===== src/rtl/msg_seq_pkg.sv =====
package msg_seq_pkg;
    typedef enum logic [1:0] {
        ST_IDLE = 2'd0,
        ST_REC  = 2'd1,
        ST_PLAY = 2'd2,
        ST_OVF  = 2'd3
    } seq_state_e;
endpackage


===== src/rtl/msg_marker_bank.sv =====
module msg_marker_bank #(
    parameter int SEGS   = 160,
    parameter int ADDR_W = 8
) (
    input  logic              clk,
    input  logic              rst_n,
    input  logic              wr_en,
    input  logic [ADDR_W-1:0] wr_idx,
    input  logic              wr_val,
    input  logic [ADDR_W-1:0] rd_idx,
    output logic              rd_bit
);
    logic [SEGS-1:0] mark_d, mark_q;

    // One marker flop per segment; only the addressed bit may change.
    for (genvar g = 0; g < SEGS; g++) begin : g_mark
        always_comb begin
            mark_d[g] = mark_q[g];
            if (wr_en && (wr_idx == ADDR_W'(g))) begin
                mark_d[g] = wr_val;
            end
        end
    end

    always_ff @(posedge clk or negedge rst_n) begin
        if (!rst_n) mark_q <= '0;
        else        mark_q <= mark_d;
    end

    assign rd_bit = mark_q[rd_idx];
endmodule


===== src/rtl/msg_eom_pulse.sv =====
module msg_eom_pulse #(
    parameter int LEN = 8
) (
    input  logic clk,
    input  logic rst_n,
    input  logic fire,
    output logic active
);
    localparam int CW = $clog2(LEN + 1);

    logic [CW-1:0] cnt_d, cnt_q;

    always_comb begin
        cnt_d = cnt_q;
        if (fire)              cnt_d = CW'(LEN);
        else if (cnt_q != '0)  cnt_d = cnt_q - CW'(1);
    end

    always_ff @(posedge clk or negedge rst_n) begin
        if (!rst_n) cnt_q <= '0;
        else        cnt_q <= cnt_d;
    end

    assign active = (cnt_q != '0);
endmodule


===== src/rtl/msg_seq_ctrl.sv =====
module msg_seq_ctrl
    import msg_seq_pkg::*;
#(
    parameter int SEGS    = 160,
    parameter int ADDR_W  = 8,
    parameter int EOM_LEN = 8
) (
    input  logic              clk,
    input  logic              rst_n,
    input  logic              chip_en_n,
    input  logic              pwr_dn,
    input  logic              play_sel,
    input  logic [ADDR_W-1:0] start_addr,
    input  logic              seg_tick,
    input  logic              low_supply,
    output logic              eom_n,
    output logic              spkr_en,
    output logic              aux_route,
    output logic [ADDR_W-1:0] seg_ptr,
    output logic              rec_active,
    output logic              play_active
);
    localparam logic [ADDR_W-1:0] LAST_IDX = ADDR_W'(SEGS - 1);
    localparam logic [ADDR_W:0]   SEGS_W   = (ADDR_W + 1)'(SEGS);

    typedef struct packed {
        seq_state_e        st;
        logic [ADDR_W-1:0] ptr;
        logic              ce_prev;
        logic              done;
    } ctl_t;

    ctl_t              ctl_d, ctl_q;
    logic              mk_we, mk_val, mk_hit;
    logic [ADDR_W-1:0] mk_idx;
    logic              eom_fire, eom_busy;
    logic              ce_fall, at_last, req_ok;

    always_comb begin
        ctl_d         = ctl_q;
        ctl_d.ce_prev = chip_en_n;
        mk_we         = 1'b0;
        mk_val        = 1'b0;
        mk_idx        = ctl_q.ptr;
        eom_fire      = 1'b0;
        ce_fall       = ctl_q.ce_prev && !chip_en_n;
        at_last       = (ctl_q.ptr == LAST_IDX);
        req_ok        = play_sel || !low_supply;

        if (pwr_dn) begin
            if (ctl_q.st == ST_REC) begin
                mk_we  = 1'b1;
                mk_val = 1'b1;
            end
            if (ctl_q.st == ST_PLAY) ctl_d.done = 1'b1;
            ctl_d.st  = ST_IDLE;
            ctl_d.ptr = '0;
        end else begin
            unique case (ctl_q.st)
                ST_IDLE: begin
                    if (ce_fall && req_ok) begin
                        ctl_d.done = 1'b0;
                        if ({1'b0, start_addr} >= SEGS_W) begin
                            ctl_d.st  = ST_OVF;
                            ctl_d.ptr = LAST_IDX;
                            eom_fire  = 1'b1;
                        end else begin
                            ctl_d.st  = play_sel ? ST_PLAY : ST_REC;
                            ctl_d.ptr = start_addr;
                        end
                    end
                end
                ST_REC: begin
                    if (chip_en_n) begin
                        mk_we    = 1'b1;
                        mk_val   = 1'b1;
                        ctl_d.st = ST_IDLE;
                    end else if (seg_tick) begin
                        mk_we = 1'b1;
                        if (at_last) begin
                            ctl_d.st = ST_OVF;
                            eom_fire = 1'b1;
                        end else begin
                            ctl_d.ptr = ctl_q.ptr + ADDR_W'(1);
                        end
                    end
                end
                ST_PLAY: begin
                    if (chip_en_n) begin
                        ctl_d.st   = ST_IDLE;
                        ctl_d.done = 1'b1;
                    end else if (mk_hit) begin
                        ctl_d.st   = ST_IDLE;
                        ctl_d.done = 1'b1;
                        eom_fire   = 1'b1;
                    end else if (seg_tick) begin
                        if (at_last) begin
                            ctl_d.st = ST_OVF;
                            eom_fire = 1'b1;
                        end else begin
                            ctl_d.ptr = ctl_q.ptr + ADDR_W'(1);
                        end
                    end
                end
                default: ; // overflow: held until power-down
            endcase
        end
    end

    always_ff @(posedge clk or negedge rst_n) begin
        if (!rst_n) begin
            ctl_q.st      <= ST_IDLE;
            ctl_q.ptr     <= '0;
            ctl_q.ce_prev <= 1'b1;
            ctl_q.done    <= 1'b0;
        end else begin
            ctl_q <= ctl_d;
        end
    end

    msg_marker_bank #(.SEGS(SEGS), .ADDR_W(ADDR_W)) u_marks (
        .clk    (clk),
        .rst_n  (rst_n),
        .wr_en  (mk_we),
        .wr_idx (mk_idx),
        .wr_val (mk_val),
        .rd_idx (ctl_q.ptr),
        .rd_bit (mk_hit)
    );

    msg_eom_pulse #(.LEN(EOM_LEN)) u_eom (
        .clk    (clk),
        .rst_n  (rst_n),
        .fire   (eom_fire),
        .active (eom_busy)
    );

    assign eom_n       = !(eom_busy || low_supply);
    assign spkr_en     = !pwr_dn && (ctl_q.st != ST_REC);
    assign aux_route   = (chip_en_n && ctl_q.done) || (ctl_q.st == ST_OVF);
    assign seg_ptr     = ctl_q.ptr;
    assign rec_active  = (ctl_q.st == ST_REC);
    assign play_active = (ctl_q.st == ST_PLAY);
endmodule


===== config.mk =====
export PLATFORM = sky130hd
export DESIGN_NAME = msg_seq_ctrl
export DESIGN_NICKNAME = d
export VERILOG_FILES = /design/src/rtl/msg_seq_pkg.sv /design/src/rtl/msg_marker_bank.sv /design/src/rtl/msg_eom_pulse.sv /design/src/rtl/msg_seq_ctrl.sv
export SDC_FILE = /design/constraint.sdc
export NUM_CORES = 1
export LEC_CHECK = 0
export ABC_AREA = 1
export BUFFER_PORTS_ARGS = -buffer_cell sky130_fd_sc_hd__buf_4
export CAP_MARGIN = 20
export CORE_UTILIZATION = 45
export CTS_BUF_LIST = sky130_fd_sc_hd__clkbuf_4 sky130_fd_sc_hd__clkbuf_8 sky130_fd_sc_hd__clkbuf_16
export DETAILED_ROUTE_END_ITERATION = 6
export REMOVE_ABC_BUFFERS = 1
export SLEW_MARGIN = 20
export SYNTH_ARGS = -nofsm -noshare
export SYNTH_HDL_FRONTEND = slang
export SYNTH_SLANG_ARGS = --single-unit

===== constraint.sdc =====
create_clock -name clk -period 2 [get_ports clk]
set_input_delay 0 -clock clk [delete_from_list [all_inputs] [get_ports clk]]
set_output_delay 0 -clock clk [all_outputs]
set_load 0.005 [all_outputs]

== Yosys cells after proc, flatten, opt, wreduce, memory -nomap -nowiden ==
Cells that the tools add are included.

* Bits in registers: 176
* Output and inout bits: 13
* Logic and storage cells: 559

* Reduce and logical (&&, ||, !) cells: 180
* $add $sub $neg: 2
* Multiplexer cells: 41
* Equal/unequal tests: 169
* Order comparisons: 2

{| class="wikitable"
|+ Operators with widths
! kind !! count
|-
| equality test 8 x 7 -> 1 bit (second input constant) || 64
|-
| equality test 8 x 6 -> 1 bit (second input constant) || 32
|-
| equality test 8 bit (second input constant) || 32
|-
| logical AND 1 bit || 164
|-
| equality test 8 x 5 -> 1 bit (second input constant) || 16
|-
| equality test 8 x 4 -> 1 bit (second input constant) || 8
|-
| 2-to-1 mux 10 bit || 4
|-
| equality test 8 x 3 -> 1 bit (second input constant) || 4
|-
| 2-to-1 mux 8 bit || 4
|-
| one-hot mux 10 bit (3 select lines) || 1
|-
| 2-to-1 mux 1 bit || 22
|-
| equality test 8 x 2 -> 1 bit (second input constant) || 2
|-
| inequality test 3 bit (second input constant) || 4
|-
| 2-to-1 mux 2 bit || 5
|-
| less-than comparator 8 x 9 -> 1 bit (second input constant) || 1
|-
| adder 8 x 1 -> 8 bit (second input constant) || 1
|-
| binary-select mux 1 bit (select 8 bit) || 1
|-
| equality test 8 x 1 -> 1 bit (second input constant) || 1
|-
| greater-or-equal comparator 8 bit (second input constant) || 1
|-
| zero test 8 bit || 1
|-
| 2-to-1 mux 4 bit || 2
|-
| nonzero test 4 bit || 2
|-
| AND reduction 5 bit || 1
|-
| equality test 2 bit (second input constant) || 2
|-
| 12 further kinds || 19
|}

== Longest topological paths before layout ==
Gate-level depths: netlist of run 1.

* Depth after elaboration: 8
* Depth in mapped cells: 20
* Mapped depth without buffers: 18

== Hierarchy ==
Synthesis of run 1 repeated with hierarchy kept, for this count alone.

* Cell total of the unflattened synthesis: 1254
* Area, all modules: 9674.3 um2

{| class="wikitable"
|+ By module, submodules not included
! module !! cells an instance !! times used !! area each (um2)
|-
| msg_marker_bank || 1032 || 1 || 8251.7
|-
| msg_seq_ctrl || 194 || 1 || 1201.2
|-
| msg_eom_pulse || 28 || 1 || 221.5
|}

== Least setup slack after synthesis of run 1 ==
Ideal clock, no wire load.

* Path kind: register to register
* Start point: register ctl_q, in the netlist seg_ptr[0]
* End point: register ctl_q, in the netlist seg_ptr[0]
* Setup time: 119 ps
* Stages on the path, launching flop included: 18
* Data arrival time: 1837 ps
* Path slack: 44 ps
* Cells stage by stage: dfrtp_1 buf_6 buf_6 buf_6 nor2_1 nor2_1 o21ai_1 o21ai_0 nand2_1 nand2_1 o21ai_1 nand2_1 nand2_1 nand3_2 nand2_2 nand4_4 nand2_1 nand2_1

* Cells in the longest elaborated chain, start to end: 7

{| class="wikitable"
|+ Ends and longest elaborated chain
! item !! line !! source
|-
| start, declared || msg_seq_ctrl.sv:33 || <nowiki>ctl_t ctl_d, ctl_q;</nowiki>
|-
| start signal, assigned || msg_seq_ctrl.sv:117 || <nowiki>ctl_q <= ctl_d;</nowiki>
|-
| adder 8 x 1 -> 8 bit / equality test 8 bit (equally long branches) || msg_seq_ctrl.sv:84, msg_seq_ctrl.sv:101, msg_seq_ctrl.sv:47 ||
|-
| 2-to-1 mux 8 bit || msg_seq_ctrl.sv:80, msg_seq_ctrl.sv:97 ||
|-
| 2-to-1 mux 10 bit || msg_seq_ctrl.sv:78 || <nowiki>end else if (seg_tick) begin</nowiki>
|-
| 2-to-1 mux 8 bit || msg_seq_ctrl.sv:92 || <nowiki>end else if (mk_hit) begin</nowiki>
|-
| 2-to-1 mux 8 bit || msg_seq_ctrl.sv:89 || <nowiki>if (chip_en_n) begin</nowiki>
|-
| one-hot mux 10 bit (3 select lines) || msg_seq_ctrl.sv:59 || <nowiki>unique case (ctl_q.st)</nowiki>
|-
| 2-to-1 mux 10 bit || msg_seq_ctrl.sv:50 || <nowiki>if (pwr_dn) begin</nowiki>
|}

Several ways; a longest one is shown, not always the timed one. The select of a mux whose other input is x is not followed.
A chain may end at the register's enable or synchronous reset.

== Worst setup path in the final report of run 1 ==
* Start point: register ctl_q, in the netlist seg_ptr[0]
* End point: register ctl_q, in the netlist seg_ptr[1]

Same word-level chain as after synthesis.

==> flow_results.org, run 1 <==
** Route
- Total wire length :: 30.07 mm
- The first TritonRoute pass finished after 6 iterations.
- For this run, design rule violations remaining after detail routing come to 0.
- Violation count after the first detailed-route iteration :: 731
- Post-detailed-route count of antenna-violating nets :: 0
- In the final routed layout, each cell accounts on average for 17.76 um.
- Average vias per placed instance :: 5.393
- Total via count in the routed design :: 9,130

** Critical path
- Of all nets on the critical path, the largest fanout is 8.
- Walking the worst path, the cells encountered are inv_8, buf_12, buf_6, nand2_2, nand2_1, nand2_1, nand2_1, nand2_1, nand2_2, nor2_1, nor2_1, nor2_1, nand2_2, nand2_4, nand3_4, nand2_2, nand4_4, nand2_1, nand2_1.
- Sort of element at the start of the critical path :: flip-flop
- STA classifies the critical path endpoint as a flip-flop.
- Critical register-to-register path endpoint :: seg_ptr[1]
- Endpoint arrival time on the critical path :: 2.74 ns
- The critical path is of the reg2reg type.
- Depth of the most critical reg-to-reg path :: 19
- Data required, critical path :: 2.33 ns
- Register-to-register path setup slack :: -0.41 ns
- CP max stage cell :: sky130_fd_sc_hd__dfrtp_4
- In this design, the critical path's most frequently occurring cell is sky130_fd_sc_hd__nand2_1.
- The startpoint identified for the worst register-to-register timing path is seg_ptr[0].
- The critical path starts at seg_ptr[0].
- In this design, the stage delay of the slowest critical-path cell is 0.56 ns.

** Flow run
- Across the run, the number of max-cap violations was 0.

** Status
- The flow ran to the end, but the final reports show violations.
- The checks that failed: negative setup slack.

** Synth
- Post-synthesis instance area :: 9930 um^2
- Synthesis inferred 176 register bits.
- Cells after synthesis :: 1,308
- Distinct cell type count of the synthesized netlist :: 38
- The share of the Yosys chip area taken by registers is 0.4437.
- Warnings, synthesis :: 0
- Mean cell area of the mapped netlist :: 7.591 um^2

** Place
- Including well taps, the total number of placed cells is 1,634.
- Dpl hpwl :: 20.21 mm
- Placed inst area :: 11,100 um^2
- The congestion estimate from routability-driven global placement came to 0.9093.
- IO buf count :: 27
- Before CTS, the worst setup slack after placement is -0.5000 ns.

** Power and ir drop
- For this design the total switching power over the nets is 6.472 mW.
- The share of total power dissipated in the clock network is 0.229.
- The share of total power dissipated in combinational logic is 0.475.
- Switching share of power :: 0.4159
- The internal power of the cells totals 9.088 mW.
- Of the total power, registers draw 0.297.
- VDD sags by at most 0.6135 mV.
- In this run the static leakage power is 5.842 nW.
- For this design the ratio of total power to cell area is 1260 nW/um^2.
- Design Power :: 15.56 mW

** STA
- Headroom to the max-slew limit came out at 0.6580.
- Setup skew after layout :: 0.01287 ns
- Summed over all failing endpoints, the final setup total negative slack is -5.385 ns.
- For the pin with the worst max-slew slack, the measured transition is 0.5076 ns.
- Setup repair after global routing could not meet its margin everywhere.
- Final Critical Period :: 2.410 ns
- Dividing the final minimum period by the clock period gives 1.205.
- Hold timing on the final database bottoms out at a slack of 0.01589 ns.
- The final hold violation count came to 0.
- Final setup viols :: 15
- Timing would allow up to 415.0 MHz.
- Post-route setup slack :: -0.4097 ns
- Final-report max-slew violation count :: 0

** Global routing
- After global routing the overflow that remains totals 0.
- For this run, global-route usage on met1 was measured as 0.3859.
- Overall track demand over capacity in global routing :: 0.2750
- Initial antenna violation count :: 0
- Entering global routing, the biggest net connects 89 pins.
- The number of global-route vias before repair was 8,510.
- Most congested layer reported by global routing :: met2
- The first global-routing pass estimated 46.88 mm of wire.
- Met3 Track Usage GR :: 0.04000
- In the global route stage, met2 resource usage came out at 0.4362.

** Finish
- The count of cells in the finished layout, fillers not included, comes to 1,693.
- The finished cells cover 12,350 um^2.
- Area occupied by registers :: 4410 um^2
- Combined area of the multi-input logic cells :: 4753 um^2
- The number of antenna diodes in the final layout is 0.
- Once layout is complete, the utilization of the core stands at 0.5783.
- # nets final :: 1,430
- The filler cells instantiated in the layout total 2,000.
- Fraction of layout cells with a size suffix above 1 :: 0.2017
- Growth of design area from synthesis to finish :: 24.36%

** Floorplan
- From bottom edge to top edge, the die measures 150.5 um.
- Horiz. Die Dim :: 150.5 um
- For this configuration, the core starts out at a cell density of 0.4650.
- During I/O placement, the number of pins put on the boundary was 28.
- The initialized floorplan defines 53 standard-cell rows.
- Die area :: 22,660 um^2
- Core Box Area :: 21,350 um^2

** CTS
- Root Buffer Master :: sky130_fd_sc_hd__clkbuf_16
- In this run, CTS created clock tree buffers numbering 17.
- CTS tree :: built
- CTS Buffer Depth :: 2
- Number of H-tree levels :: 4
- Number of sinks handled by clock tree synthesis :: 176
- After clock tree synthesis, the clock-pin slew on the worst setup and hold paths is 0.07 ns.
- Latest clock arrival within the worst-skew pair :: 0.45 ns

** Min path
- Hold path startpoint :: start_addr[2]
- The worst hold path terminates at seg_ptr[2].
- The worst hold path passes through 5 cells.
- Path category of the worst min-delay check :: in2reg
==> cell type report <==
type	count	area share
Clock buffer	18	0.03557
Clock inverter	13	0.01398
Inverter	151	0.04742
Multi-Input combinational cell	895	0.3849
Sequential cell	176	0.3572
Tap cell	275	0.02787
Timing Repair Buffer	163	0.1318
Timing Repair inverter	2	0.001216
==> how the worst max path moves through the flow <==
stage	to	cells past startpoint
after floorplan	seg_ptr[0]	13
after global placement	seg_ptr[7]	20
after detailed placement	seg_ptr[4]	20
after CTS	seg_ptr[0]	19
after global routing	seg_ptr[1]	18
final	seg_ptr[1]	19
==> layer usage <==
metal	vias to the layer above	share of wire
met4	0	0.022
met3	47	0.054
li1	4454	-
met2	249	0.46
met1	4380	0.46
met5	-	0
==> synth_stat cells <==
library cell	number	area, um^2
sky130_fd_sc_hd__nand2_1	300	1126
sky130_fd_sc_hd__nor2_1	181	679.4
sky130_fd_sc_hd__dfrtp_1	175	4379
sky130_fd_sc_hd__inv_1	142	533.0
sky130_fd_sc_hd__a21oi_1	105	525.5
sky130_fd_sc_hd__a31oi_1	94	588.1
sky130_fd_sc_hd__mux2i_1	56	560.5
sky130_fd_sc_hd__o21ai_0	50	250.2
sky130_fd_sc_hd__nand3_1	46	230.2
sky130_fd_sc_hd__clkbuf_1	44	165.2
sky130_fd_sc_hd__buf_2	21	105.1
sky130_fd_sc_hd__o21a_1	13	97.59
sky130_fd_sc_hd__buf_4	10	75.07
sky130_fd_sc_hd__buf_6	9	101.4
sky130_fd_sc_hd__ha_1	9	112.6
sky130_fd_sc_hd__o211ai_1	8	60.06
sky130_fd_sc_hd__inv_2	6	22.52
sky130_fd_sc_hd__o21ai_1	6	30.03
sky130_fd_sc_hd__nand2_2	4	25.02
sky130_fd_sc_hd__o211ai_2	4	50.05
sky130_fd_sc_hd__clkinv_1	3	11.26
sky130_fd_sc_hd__nand4_1	3	18.77
sky130_fd_sc_hd__buf_1	2	7.510
sky130_fd_sc_hd__nor3_1	2	10.01
sky130_fd_sc_hd__xor2_1	2	17.52
sky130_fd_sc_hd__a21o_1	1	7.510
sky130_fd_sc_hd__dfstp_2	1	26.28
sky130_fd_sc_hd__mux2_2	1	11.26
sky130_fd_sc_hd__nand2_4	1	11.26
sky130_fd_sc_hd__nand3_2	1	10.01
sky130_fd_sc_hd__nand4_4	1	21.27
sky130_fd_sc_hd__nor2_2	1	6.260
sky130_fd_sc_hd__nor2_4	1	11.26
sky130_fd_sc_hd__nor3b_1	1	7.510
sky130_fd_sc_hd__o2111a_1	1	11.26
sky130_fd_sc_hd__o21ai_2	1	8.760
sky130_fd_sc_hd__o21bai_1	1	7.510
sky130_fd_sc_hd__o31ai_1	1	7.510
==> registers in the layout (all words and copies together), names as in the netlist <==
signal / cells
seg_ptr: 8
u_eom.cnt_q: 4
u_marks.mark_q: 160
ctl_q: 4
==> power by group through the flow <==
stage	combinational (mW)	clock (mW)	sequential, mW
global placement	6.42	0	4.63
detailed placement	6.46	0	4.64
global route	8.07	3.73	4.69
finish	7.38	3.56	4.62
CTS	7.04	3.59	4.60
floorplan	3.39	0	4.75
==> cells in the final DEF (no fill, tap or decap), drive strengths merged, types with 3 or more instances in the layout <==
| master | instances |
|---|---|
| clkbuf | 21 |
| a21oi | 105 |
| dlygate4sd3 | 9 |
| clkinv | 5 |
| buf | 151 |
| o211ai | 12 |
| nand3 | 47 |
| inv | 152 |
| nand4 | 4 |
| bufinv | 3 |
| mux2i | 56 |
| nand2 | 305 |
| a31oi | 94 |
| o21a | 13 |
| ha | 9 |
| o21ai | 57 |
| nor2 | 183 |
| dfrtp | 175 |
| clkinvlp | 6 |
==> timing repair <==
action / 4_1_cts / 5_1_grt
setup endpoints to repair: 74 / 155
hold buffers: 9 / 0
pin swaps: 11 / 34
setup buffers: 10 / 8
hold endpoints to repair: 141 / 0
resized for setup: 55 / 80
cloned: 3 / 4
==> critical path, delay by kind of cell, from the launching register on <==
kind	cells	cell delay (ns)
buf+inv	3	0.35
flops	1	0.56
simple gates	16	1.36
==> cells by family after synthesis <==
| family | Yosys count | share of synthesized area |
|---|---|---|
| AND/OR/NAND/NOR | 542 | 0.2172 |
| AO/OA/AOI/OAI | 285 | 0.1656 |
| buffers and inverters | 237 | 0.1028 |
| flip-flops | 176 | 0.4437 |
| multiplexers | 57 | 0.05759 |
| adder cells (fa/ha/maj) | 9 | 0.01134 |
| XOR/XNOR | 2 | 0.001764 |
Note: power is estimated with default switching activity, not from simulation.
==> inputs of run 2 (changes only) <==
--- a/config.mk
+++ b/config.mk
@@ -7,10 +7,10 @@
 export LEC_CHECK = 0
 export ABC_AREA = 1
 export BUFFER_PORTS_ARGS = -buffer_cell sky130_fd_sc_hd__buf_4
-export CAP_MARGIN = 20
 export CORE_UTILIZATION = 45
 export CTS_BUF_LIST = sky130_fd_sc_hd__clkbuf_4 sky130_fd_sc_hd__clkbuf_8 sky130_fd_sc_hd__clkbuf_16
 export DETAILED_ROUTE_END_ITERATION = 6
+export RECOVER_POWER = 100
 export REMOVE_ABC_BUFFERS = 1
 export SLEW_MARGIN = 20
 export SYNTH_ARGS = -nofsm -noshare
==> flow_results.org, run 2 (synthesis gave the netlist of run 1 again) <==
** Status
- Run status :: finished with violations (unchanged)
- Failing checks :: max-capacitance violations, max-slew violations, negative setup slack (was negative setup slack)

** Power and ir drop
- The power per standard cell area is 1262 nW/um^2 (was 1260 nW/um^2).
- The worst-case vdd ir drop is 0.6152 mV (was 0.6135 mV).
- The leakage component of the power was 5.817 nW (was 5.842 nW).
- Design Power :: 15.53 mW (was 15.56 mW)

** STA
- The number of endpoints failing setup at the final stage was 15 (unchanged).
- The time the worst path needs with I/O delays and setup is 2.415 ns (was 2.410 ns).
- The relative max-transition margin is -0.006672 (was 0.6580).
- Post-route setup slack :: -0.4154 ns (was -0.4097 ns)
- The final hold violation count was 0 (unchanged).
- Slew of the pin with the lowest slew margin :: 1.510 ns (was 0.5076 ns)
- Setup skew after layout :: 0.01296 ns (was 0.01287 ns)
- The period utilization came to 1.208 (was 1.205).
- Total negative slack for setup checks :: -5.447 ns (was -5.385 ns)
- The number of max-slew violations in the final report is 59 (was 0).
- Setup repair after global routing missed its margin :: yes (unchanged)
- The highest achievable clock rate is 414.0 MHz (was 415.0 MHz).

** Global routing
- Initial antenna violation count :: 0 (unchanged)
- The sum of overflow across all layers after global routing was 0 (unchanged).
- The total routing usage reported by global routing was 0.2750 (unchanged).
- Via count of the first global-routing pass :: 8,510 (unchanged)
- The pin count of the biggest net entering global routing was 89 (unchanged).
- Wire length of the first global-routing pass :: 46.88 mm (unchanged)

** Floorplan
- The number of I/O pins was 28 (unchanged).
- The total die area was 22,660 um^2 (unchanged).
- Initial standard-cell utilization of the core :: 0.4650 (unchanged)
- The floorplan row count was 53 (unchanged).
- Horiz. Die Dim :: 150.5 um (unchanged)
- The die outline height is 150.5 um (unchanged).
- The core outline area was 21,350 um^2 (unchanged).

** Route
- The routed wire length per instance is 17.75 um (was 17.76 um).
- Total wire length :: 30.05 mm (was 30.07 mm)
- The first-pass detailed-route iteration total is 5 (was 6).
- The mean number of vias per cell is 5.402 (was 5.393).
- Total via count in the routed design :: 9,145 (was 9,130)
- The detailed-route DRC error count is 0 (unchanged).
- The remaining antenna violation count came to 0 (unchanged).
- The number of DRC markers after the initial detailed-route iteration is 727 (was 731).

** CTS
- The number of clock sinks was 176 (unchanged).
- The clock insertion delay at the later pin of the skew report was 0.45 ns (about the same).
- The largest buffer count on any clock path is 2 (unchanged).
- The clock transition time at the flip-flop clock pins of the worst setup and hold paths came to 0.07 ns (about the same).
- The root buffer cell is sky130_fd_sc_hd__clkbuf_16 (unchanged).
- The number of H-tree levels came to 4 (unchanged).
- The CTS tree was built (unchanged).
- Inserted Clock Buffers :: 17 (unchanged)

** Finish
- Top library cells by usage in the layout, fill and taps aside: sky130_fd_sc_hd__nand2_1 (280), sky130_fd_sc_hd__dfrtp_1 (173), sky130_fd_sc_hd__nor2_1 (154) (unchanged).
- Top reg by flops :: u_marks.mark_q (unchanged)
- Flip-flop count of the largest register, all copies and words added :: 160 (unchanged)
- Growth of design area from synthesis to finish :: 23.94% (was 24.36%)
- # nets final :: 1,430 (unchanged)
- The antenna diode instance count came to 0 (unchanged).
- Fraction of layout cells with a size suffix above 1 :: 0.1996 (was 0.2017)
- The most common cell after layout, fill and taps aside is sky130_fd_sc_hd__nand2_1 (unchanged).

** Critical path
- The worst-case reg-to-reg path depth came to 19 (unchanged).
- Class of the most critical setup path :: reg2reg (unchanged)
- The arrival time of data at the critical path endpoint is 2.75 ns (was 2.74 ns).
- The data required time of the critical path is 2.33 ns (about the same).
- Sort of element at the start of the critical path :: flip-flop (unchanged)
- The slack of the worst reg-to-reg path was -0.42 ns (was -0.41 ns).
- Category of the worst setup path capture point :: flip-flop (unchanged)
- Maximum fanout encountered on the critical timing path :: 8 (unchanged)

** Min path
- Number of cells traversed by the worst hold path :: 5 (unchanged)
- Path category of the worst min-delay check :: in2reg (unchanged)

** Flow run
- Max Cap Viol :: 1 (was 0)

** Place
- IO buf count :: 27 (unchanged)
- Gp weighted congestion :: 0.9093 (unchanged)
- The detailed placer's ending HPWL was 20.21 mm (unchanged).
run 2: what timing repair did:
action | in CTS | in global routing
gates cloned | 3 | 4
resized for setup | 55 | 80
hold endpoints to repair | 141 | 0
endpoints found under the setup margin | 74 | 155
pin swaps | 11 | 34
setup buffers | 10 | 8
hold buffers | 9 | 0
run 2: report_power, final:
part / internal (mW) / switching (mW) / total, mW
combinational: 2.86 / 4.49 / 7.35
sequential: 4.19 / 0.431 / 4.62
clock: 2.02 / 1.54 / 3.56
total: 9.07 / 6.46 / 15.5
run 2: routing by layer:
layer | vias up | track usage | share of wire
met3 | 44 | 0.04000 | 0.054
met4 | 0 | 0.08586 | 0.022
li1 | 4452 | - | -
met2 | 257 | 0.4362 | 0.46
met1 | 4392 | 0.3859 | 0.46
met5 | - | 0 | 0
run 2: worst max-delay path, stage by stage, from the launching register on:
cell and delay, ns:
sky130_fd_sc_hd__dfrtp_4 0.56, sky130_fd_sc_hd__inv_8 0.08, sky130_fd_sc_hd__buf_12 0.15, sky130_fd_sc_hd__buf_6 0.12
sky130_fd_sc_hd__nand2_2 0.04, sky130_fd_sc_hd__nand2_1 0.04, sky130_fd_sc_hd__nand2_1 0.05, sky130_fd_sc_hd__nand2_1 0.07
sky130_fd_sc_hd__nand2_1 0.09, sky130_fd_sc_hd__nand2_2 0.08, sky130_fd_sc_hd__nor2_1 0.11, sky130_fd_sc_hd__nor2_1 0.06
sky130_fd_sc_hd__nor2_1 0.13, sky130_fd_sc_hd__nand2_2 0.12, sky130_fd_sc_hd__nand2_4 0.09, sky130_fd_sc_hd__nand3_4 0.09
sky130_fd_sc_hd__nand2_2 0.09, sky130_fd_sc_hd__nand4_4 0.14, sky130_fd_sc_hd__nand2_1 0.11, sky130_fd_sc_hd__nand2_1 0.05
run 2: final cells by class:
cell class              count  area, um^2
fillers                  2007        9046
multi-input cells         895        4753
flip-flops and latches    176        4410
repair buffers            163        1587
inverters                 151       585.6
clock buffers              18       439.2
well taps                 275       344.1
clock inverters            13       172.7
repair inverters            2       15.01
run 2: path summary, 6_finish.rpt:
check | startpoint | to
min in group asynchronous | rst_n | u_marks.mark_q[92]
min | start_addr[2] | seg_ptr[2]
max reg2reg | seg_ptr[0] | seg_ptr[1]
max | seg_ptr[0] | seg_ptr[1]
min reg2reg | ctl_q[0] | ctl_q[0]
max in group asynchronous | rst_n | u_marks.mark_q[136]
run 2: stage by stage:
stage | area [um^2] | utilization | instances | worst slack [ns] | hold slack, ns
final | 12310 | 0.5764 | 1693 | -0.4154 | 0.01558
after global routing | 12310 | 0.5764 | 1693 | -0.5515 | 0.06558
after CTS | 12110 | 0.5673 | 1685 | -0.3570 | 0.005243
after detailed placement | 11100 | 0.5198 | 1634 | -0.5000 | 0.01367
after global placement | 11100 | 0.5198 | 1634 | -0.4606 | 0.02057
after floorplan | 9475 | - | 1222 | -2.147 | -0.2956
